==> config.mk <==
export PLATFORM = sky130hd
export DESIGN_NAME = mdm_ctl_chan
export DESIGN_NICKNAME = d
export VERILOG_FILES = /design/src/rtl/mdm_pkg.sv /design/src/rtl/mdm_regs.sv /design/src/rtl/mdm_status.sv /design/src/rtl/mdm_pins.sv /design/src/rtl/mdm_ctl_chan.sv
export SDC_FILE = /design/constraint.sdc
export NUM_CORES = 1
export LEC_CHECK = 0
export CORE_MARGIN = 10
export CORE_UTILIZATION = 35
export DETAILED_ROUTE_END_ITERATION = 12
export MAX_ROUTING_LAYER = met4
export PLACE_DENSITY = 0.68
export SETUP_SLACK_MARGIN = 0.4
export SLEW_MARGIN = 20
export SYNTH_ARGS = -nofsm -noshare
export SYNTH_HDL_FRONTEND = slang
export SYNTH_SLANG_ARGS = --single-unit
==> constraint.sdc <==
create_clock -name clk -period 1.74 [get_ports clk]
set_clock_uncertainty 0.2 [all_clocks]
set_input_delay 0.348 -clock clk [delete_from_list [all_inputs] [get_ports clk]]
set_output_delay 0.348 -clock clk [all_outputs]
set_load 0.005 [all_outputs]
==> src/rtl/mdm_pkg.sv <==
package mdm_pkg;

    localparam int ADDR_W  = 3;
    localparam int DATA_W  = 8;
    localparam int MODEM_N = 4;

    localparam logic [ADDR_W-1:0] A_IEN   = 3'd1;
    localparam logic [ADDR_W-1:0] A_MCTL  = 3'd4;
    localparam logic [ADDR_W-1:0] A_MSTAT = 3'd6;

    // modem line index inside the 4-bit vectors
    localparam int L_CTS = 0;
    localparam int L_DSR = 1;
    localparam int L_RI  = 2;
    localparam int L_DCD = 3;

    typedef struct packed {
        logic loop_en;  // bit 4
        logic pin_en;   // bit 3
        logic spare;    // bit 2
        logic rts;      // bit 1
        logic dtr;      // bit 0
    } mctl_t;

    typedef struct packed {
        logic modem;     // bit 3
        logic line_err;  // bit 2
        logic tx_empty;  // bit 1
        logic rx_data;   // bit 0
    } ien_t;

    typedef struct packed {
        logic [MODEM_N-1:0] level;
        logic [MODEM_N-1:0] delta;
    } mstat_t;

    localparam int MCTL_W = $bits(mctl_t);
    localparam int IEN_W  = $bits(ien_t);

    // widen a narrow register to the bus width, upper bits zero
    function automatic logic [DATA_W-1:0] pad_mctl(input mctl_t m);
        return {{(DATA_W-MCTL_W){1'b0}}, m};
    endfunction

    function automatic logic [DATA_W-1:0] pad_ien(input ien_t e);
        return {{(DATA_W-IEN_W){1'b0}}, e};
    endfunction

endpackage

==> src/rtl/mdm_regs.sv <==
module mdm_regs
    import mdm_pkg::*;
(
    input  logic              clk,
    input  logic              rst,
    input  logic [ADDR_W-1:0] addr,
    input  logic [DATA_W-1:0] wdata,
    input  logic              wr_n,
    input  logic              rd_n,
    input  mstat_t            mstat,
    output mctl_t             mctl,
    output ien_t              ien,
    output logic [DATA_W-1:0] rdata,
    output logic              stat_rd
);

    logic wr_mctl;
    logic wr_ien;

    assign wr_mctl = !wr_n && (addr == A_MCTL);
    assign wr_ien  = !wr_n && (addr == A_IEN);
    assign stat_rd = !rd_n && (addr == A_MSTAT);

    always_ff @(posedge clk) begin
        if (rst) begin
            mctl <= '0;
            ien  <= '0;
        end else begin
            if (wr_mctl) mctl <= mctl_t'(wdata[MCTL_W-1:0]);
            if (wr_ien)  ien  <= ien_t'(wdata[IEN_W-1:0]);
        end
    end

    always_comb begin
        unique case (addr)
            A_IEN:   rdata = pad_ien(ien);
            A_MCTL:  rdata = pad_mctl(mctl);
            A_MSTAT: rdata = mstat;
            default: rdata = '0;
        endcase
    end

    // control write lands on the next edge
    assert_mctl_write_R2: assert property (@(posedge clk) disable iff (rst)
        (!wr_n && addr == A_MCTL) |=> (mctl == mctl_t'($past(wdata[MCTL_W-1:0]))));

    // writes elsewhere leave the enable register alone
    assert_ien_hold_R10: assert property (@(posedge clk) disable iff (rst)
        (wr_n || addr != A_IEN) |=> $stable(ien));

endmodule

==> src/rtl/mdm_status.sv <==
module mdm_status
    import mdm_pkg::*;
#(
    parameter int SYNC_STAGES = 2
)(
    input  logic               clk,
    input  logic               rst,
    input  logic [MODEM_N-1:0] pins_n,
    input  logic               rd_clr,
    output mstat_t             mstat,
    output logic               delta_any
);

    localparam int CHAIN_W = SYNC_STAGES * MODEM_N;

    logic [CHAIN_W-1:0] chain;
    logic [MODEM_N-1:0] now_a;
    logic [MODEM_N-1:0] prev_a;
    logic [MODEM_N-1:0] edges;
    logic [MODEM_N-1:0] delta_q;

    // pins idle high: reset the chain to the deasserted value
    always_ff @(posedge clk) begin
        if (rst) chain <= '1;
        else     chain <= {chain[CHAIN_W-MODEM_N-1:0], pins_n};
    end

    assign now_a = ~chain[CHAIN_W-1 -: MODEM_N];

    always_ff @(posedge clk) begin
        if (rst) prev_a <= '0;
        else     prev_a <= now_a;
    end

    for (genvar i = 0; i < MODEM_N; i++) begin : g_edge
        if (i == L_RI) begin : g_trail
            assign edges[i] = prev_a[i] && !now_a[i];
        end else begin : g_any
            assign edges[i] = prev_a[i] ^ now_a[i];
        end
    end

    always_ff @(posedge clk) begin
        if (rst)         delta_q <= '0;
        else if (rd_clr) delta_q <= edges;
        else             delta_q <= delta_q | edges;
    end

    assign mstat.level = now_a;
    assign mstat.delta = delta_q;
    assign delta_any   = |delta_q;

    // read clears deltas when no new edge arrives
    assert_read_clears_R8: assert property (@(posedge clk) disable iff (rst)
        (rd_clr && edges == '0) |=> (mstat.delta == '0));

    // ring indicate release sets its delta
    assert_ri_trail_R7: assert property (@(posedge clk) disable iff (rst)
        (prev_a[L_RI] && !now_a[L_RI]) |=> mstat.delta[L_RI]);

    // ring indicate assertion never sets its delta by itself
    assert_ri_lead_R7: assert property (@(posedge clk) disable iff (rst)
        (!mstat.delta[L_RI] && !(prev_a[L_RI] && !now_a[L_RI])) |=> !mstat.delta[L_RI]);

endmodule

==> src/rtl/mdm_pins.sv <==
module mdm_pins
    import mdm_pkg::*;
(
    input  mctl_t mctl,
    input  ien_t  ien,
    input  logic  rx_data_pend,
    input  logic  tx_empty_pend,
    input  logic  line_err_pend,
    input  logic  modem_pend,
    input  logic  tx_ser_in,
    input  logic  rx_line_in,
    output logic  rx_ser_out,
    output logic  tx_line_out,
    output logic  dtr_out_n,
    output logic  rts_out_n,
    output logic  usr_out,
    output logic  irq_level,
    output logic  irq_drive
);

    ien_t pend;
    logic any_src;

    assign pend.rx_data  = rx_data_pend;
    assign pend.tx_empty = tx_empty_pend;
    assign pend.line_err = line_err_pend;
    assign pend.modem    = modem_pend;

    assign any_src = |(ien & pend);

    assign dtr_out_n = !mctl.dtr;
    assign rts_out_n = !mctl.rts;

    // one bit swaps the user pin and the interrupt pin drive together
    assign irq_drive = mctl.pin_en;
    assign usr_out   = !mctl.pin_en;
    assign irq_level = mctl.pin_en && any_src;

    assign rx_ser_out  = mctl.loop_en ? tx_ser_in : rx_line_in;
    assign tx_line_out = mctl.loop_en ? 1'b1      : tx_ser_in;

endmodule

==> src/rtl/mdm_ctl_chan.sv <==
module mdm_ctl_chan
    import mdm_pkg::*;
#(
    parameter int SYNC_STAGES = 2
)(
    input  logic              clk,
    input  logic              rst,
    input  logic [ADDR_W-1:0] reg_addr,
    input  logic [DATA_W-1:0] reg_wdata,
    input  logic              reg_wr_n,
    input  logic              reg_rd_n,
    output logic [DATA_W-1:0] reg_rdata,
    input  logic              cts_in_n,
    input  logic              dsr_in_n,
    input  logic              ri_in_n,
    input  logic              dcd_in_n,
    input  logic              rx_data_pend,
    input  logic              tx_empty_pend,
    input  logic              line_err_pend,
    input  logic              tx_ser_in,
    input  logic              rx_line_in,
    output logic              rx_ser_out,
    output logic              tx_line_out,
    output logic              dtr_out_n,
    output logic              rts_out_n,
    output logic              usr_out,
    output logic              irq_level,
    output logic              irq_drive
);

    mctl_t              mctl;
    ien_t               ien;
    mstat_t             mstat;
    logic               stat_rd;
    logic               delta_any;
    logic [MODEM_N-1:0] pins_n;

    always_comb begin
        pins_n        = '1;
        pins_n[L_CTS] = cts_in_n;
        pins_n[L_DSR] = dsr_in_n;
        pins_n[L_RI]  = ri_in_n;
        pins_n[L_DCD] = dcd_in_n;
    end

    mdm_regs u_regs (
        .clk     (clk),
        .rst     (rst),
        .addr    (reg_addr),
        .wdata   (reg_wdata),
        .wr_n    (reg_wr_n),
        .rd_n    (reg_rd_n),
        .mstat   (mstat),
        .mctl    (mctl),
        .ien     (ien),
        .rdata   (reg_rdata),
        .stat_rd (stat_rd)
    );

    mdm_status #(.SYNC_STAGES(SYNC_STAGES)) u_status (
        .clk       (clk),
        .rst       (rst),
        .pins_n    (pins_n),
        .rd_clr    (stat_rd),
        .mstat     (mstat),
        .delta_any (delta_any)
    );

    mdm_pins u_pins (
        .mctl          (mctl),
        .ien           (ien),
        .rx_data_pend  (rx_data_pend),
        .tx_empty_pend (tx_empty_pend),
        .line_err_pend (line_err_pend),
        .modem_pend    (delta_any),
        .tx_ser_in     (tx_ser_in),
        .rx_line_in    (rx_line_in),
        .rx_ser_out    (rx_ser_out),
        .tx_line_out   (tx_line_out),
        .dtr_out_n     (dtr_out_n),
        .rts_out_n     (rts_out_n),
        .usr_out       (usr_out),
        .irq_level     (irq_level),
        .irq_drive     (irq_drive)
    );

    // writing the pin-enable bit swaps both pins on the next edge
    assert_pin_swap_R4: assert property (@(posedge clk) disable iff (rst)
        (!reg_wr_n && reg_addr == A_MCTL && reg_wdata[3]) |=> (irq_drive && !usr_out));

    // a floating interrupt pin never carries an active level
    assert_irq_gate_R5: assert property (@(posedge clk) disable iff (rst)
        !irq_drive |-> !irq_level);

    // a pending delta with modem source enabled raises the interrupt
    assert_modem_src_R11: assert property (@(posedge clk) disable iff (rst)
        (delta_any && ien.modem && mctl.pin_en) |-> irq_level);

endmodule

==> results.cfg <==
[run_status]
outcome = finished, violations left
violations = negative setup slack

[timing]
period_share_pct = 109
fin_ws_ns = -0.161
period_needed_ns = 1.90
hold_violations = 0
setup_viol = 1
maxSlewViolCount = 0
fin_setup_tns_ns = -0.161
relSlewSlack_pct = 77.0
rsz0062_at_grt = yes
worst_slew_pin_slew_ns = 0.345
clock.fmax_mhz = 526

[routing]
ant_nets = 0
drt-vias-per-instance = 4.98
drc = 0
first_pass_iters = 4
first_iter_violations = 33
routed_wl_mm = 2.98
avgRoutedWirePerCell_um = 15.5
via_count = 957

[placement]
port_buffers = 35
dp_hpwl_mm = 2.14
place_area_um2 = 1470
gp_congestion = 0.935

[clock_network]
cts_tree = done
htree_levels = 1
root_buffer = clkbuf_4
cts_hold_buf = 0
cts_buffer_depth = 2
clk-insertion-delay-late_ns = 0.31
clk_pin_slew_ns = 0.13
numCtsBuffers = 3
clock_sinks = 25

[synth]
synth_seq_area_share_pct = 50.4
ys_ff_latch = 25
synth.most_common_cell = dfxtp_1
synthArstFlopShare_pct = 0
yosys-top-cells-count = dfxtp_1 (25), nor2_1 (20), mux2i_1 (9), or2_2 (9), a21oi_1 (5)
syn_nets = 125
synth_top_cell_area_share_pct = 50.4
synth_area_leader_cell = dfxtp_1
synth_area_um2 = 992
synthTopCellsByArea = dfxtp_1 (50%), mux2i_1 (9.1%), nor2_1 (7.6%)
synth_edf_count = 0
avgSynthCellArea_um2 = 9.82
syn-instance-count = 101
yosys_warnings = 0
ys.flop_type = dfxtp_1
ys_types = 21

[global_routing]
grt_max_degree = 16
grt_pass1_vias = 1066
grt.total_usage_pct = 11.9
grt_antenna_before_repair = 0
grt_overflow_total = 0
grt_pass1_wl_mm = 4.93

[floorplanning]
die_x_um = 73.2
core_area_um2 = 2730
num_rows = 19
ioPinCount = 39
start_util_pct = 36.3
dieHeight_um = 73.2
dieArea_um2 = 5360

[setup_path]
slowest_stage = clkdlybuf4s50_1
cpPeakStageDelay_ns = 0.40
cp-end-kind = primary output
required_ns = 1.19
setup.worst_path.start = tx_empty_pend
start_kind = input port
rr_startpoint = u_regs.mctl[1]
cp_cell_sequence = clkdlybuf4s50_1 -> a222oi_1 -> a21oi_2 -> buf_2
path_class = in -> out
arrival_ns = 1.35
cp_max_fo = 1

[layout]
fin_nets = 186
drive_gt1_share_pct = 51.6
area_delta_synth_final_pct = 78.7
antenna_cells = 0
design_area_um2 = 1770
fill_cells = 217

[hold_path]
hold_class = in -> reg
min_from = rst

[power]
vdd_drop_max_mv = 0.570
powerDensity_nw_per_um2 = 605
p_leak_nw = 0.742
fin_total_pwr_mw = 1.07

[job]
maxCapViolCount = 0
==> metrics by stage <==
stage | instances | hold WS (ns) | utilization (%) | worst slack, ns
final | 192 | 0.199 | 64.9 | -0.161
after global routing | 192 | 0.216 | 64.9 | -0.166
after CTS | 189 | 0.230 | 62.2 | -0.124
after detailed placement | 176 | 0.198 | 53.7 | -0.790
after global placement | 176 | 0.191 | 53.7 | -0.761
after floorplan | 101 | 0.189 | - | 0.293
==> power breakdown <==
part | switching [mW] | total, mW | internal (mW)
combinational | 0.0754 | 0.204 | 0.129
sequential | 0.0189 | 0.612 | 0.593
clock | 0.169 | 0.257 | 0.0876
==> repair_timing <==
action,CTS,global route
pin swaps,14,10
setup endpoints to repair,28,30
gates cloned,1,0
setup buffers,8,3
gates resized for setup,136,15
==> worst max-delay path: cells and delay by family <==
family          cells  cell delay, ns
buf+inv             2            0.56
compound gates      2            0.45
==> logic make-up (layout without fill, tap and decap cells) <==
kind of cell / count (synthesis) / after routing / share of synthesized area (%)
AOI/OAI and AO/OA: 16 / 16 / 10.8
xor gates and xnor gates: 3 / 3 / 2.65
buffers and inverters: 7 / 67 / 2.77
DFF: 25 / 25 / 50.4
muxes: 10 / 10 / 10.2
and+or+nand+nor: 40 / 40 / 23.1
==> registers in the layout, indices dropped and copies added (netlist names) <==
register	flops
u_regs.ien	4
u_status.delta_q	4
u_regs.mctl	5
u_status.chain	8
u_status.prev_a	4
==> layout by cell type (no fill, tap or decap), drive strengths merged <==
cell type      Yosys  layout
xnor2              3       3
mux2i              9       9
a221oi             1       1
clkdlybuf4s50      0      12
dlygate4sd2        0       3
clkbuf             3       3
nor2              20      20
inv                3       3
o211a              1       1
nor2b              2       2
nor4b              2       2
mux2               1       1
a21oi              5       5
a22oi              4       4
or2                9       9
dfxtp             25      25
nand4bb            1       1
clkinvlp           0       1
nand3              3       3
o41ai              1       1
dlymetal6s2s       0       2
o21ai              3       3
nand2              3       3
buf                1      43
a222oi             1       1
==> area by class of cell <==
type | count | area (um^2) | area share, %
clock buffer | 3 | 22.5 | 1.27
inverter | 3 | 16.3 | 0.917
timing repair buffer | 60 | 601 | 33.9
multi-input combinational | 69 | 572 | 32.3
clock inverter | 1 | 7.51 | 0.423
sequential | 25 | 515 | 29.1
tap | 31 | 38.8 | 2.19
==> worst paths after layout <==
check	endpoint	slack [ns]	cells after the start
worst max register to register	u_regs.mctl[1]	0.70	4
worst max-delay path	irq_level	-0.16	4
worst min-delay path	u_status.prev_a[1]	0.20	2
worst min register to register	u_status.chain[7]	0.23	1
==> metal layers <==
metal | track usage, % | up-vias | routed length, um
li1 | - | 467 | -
met1 | 13.1 | 457 | 1270
met4 | 5.49 | 0 | 59
met3 | 2.18 | 6 | 130
met5 | - | - | 0
met2 | 20.0 | 27 | 1520
Note: power is estimated with default switching activity, not from simulation.
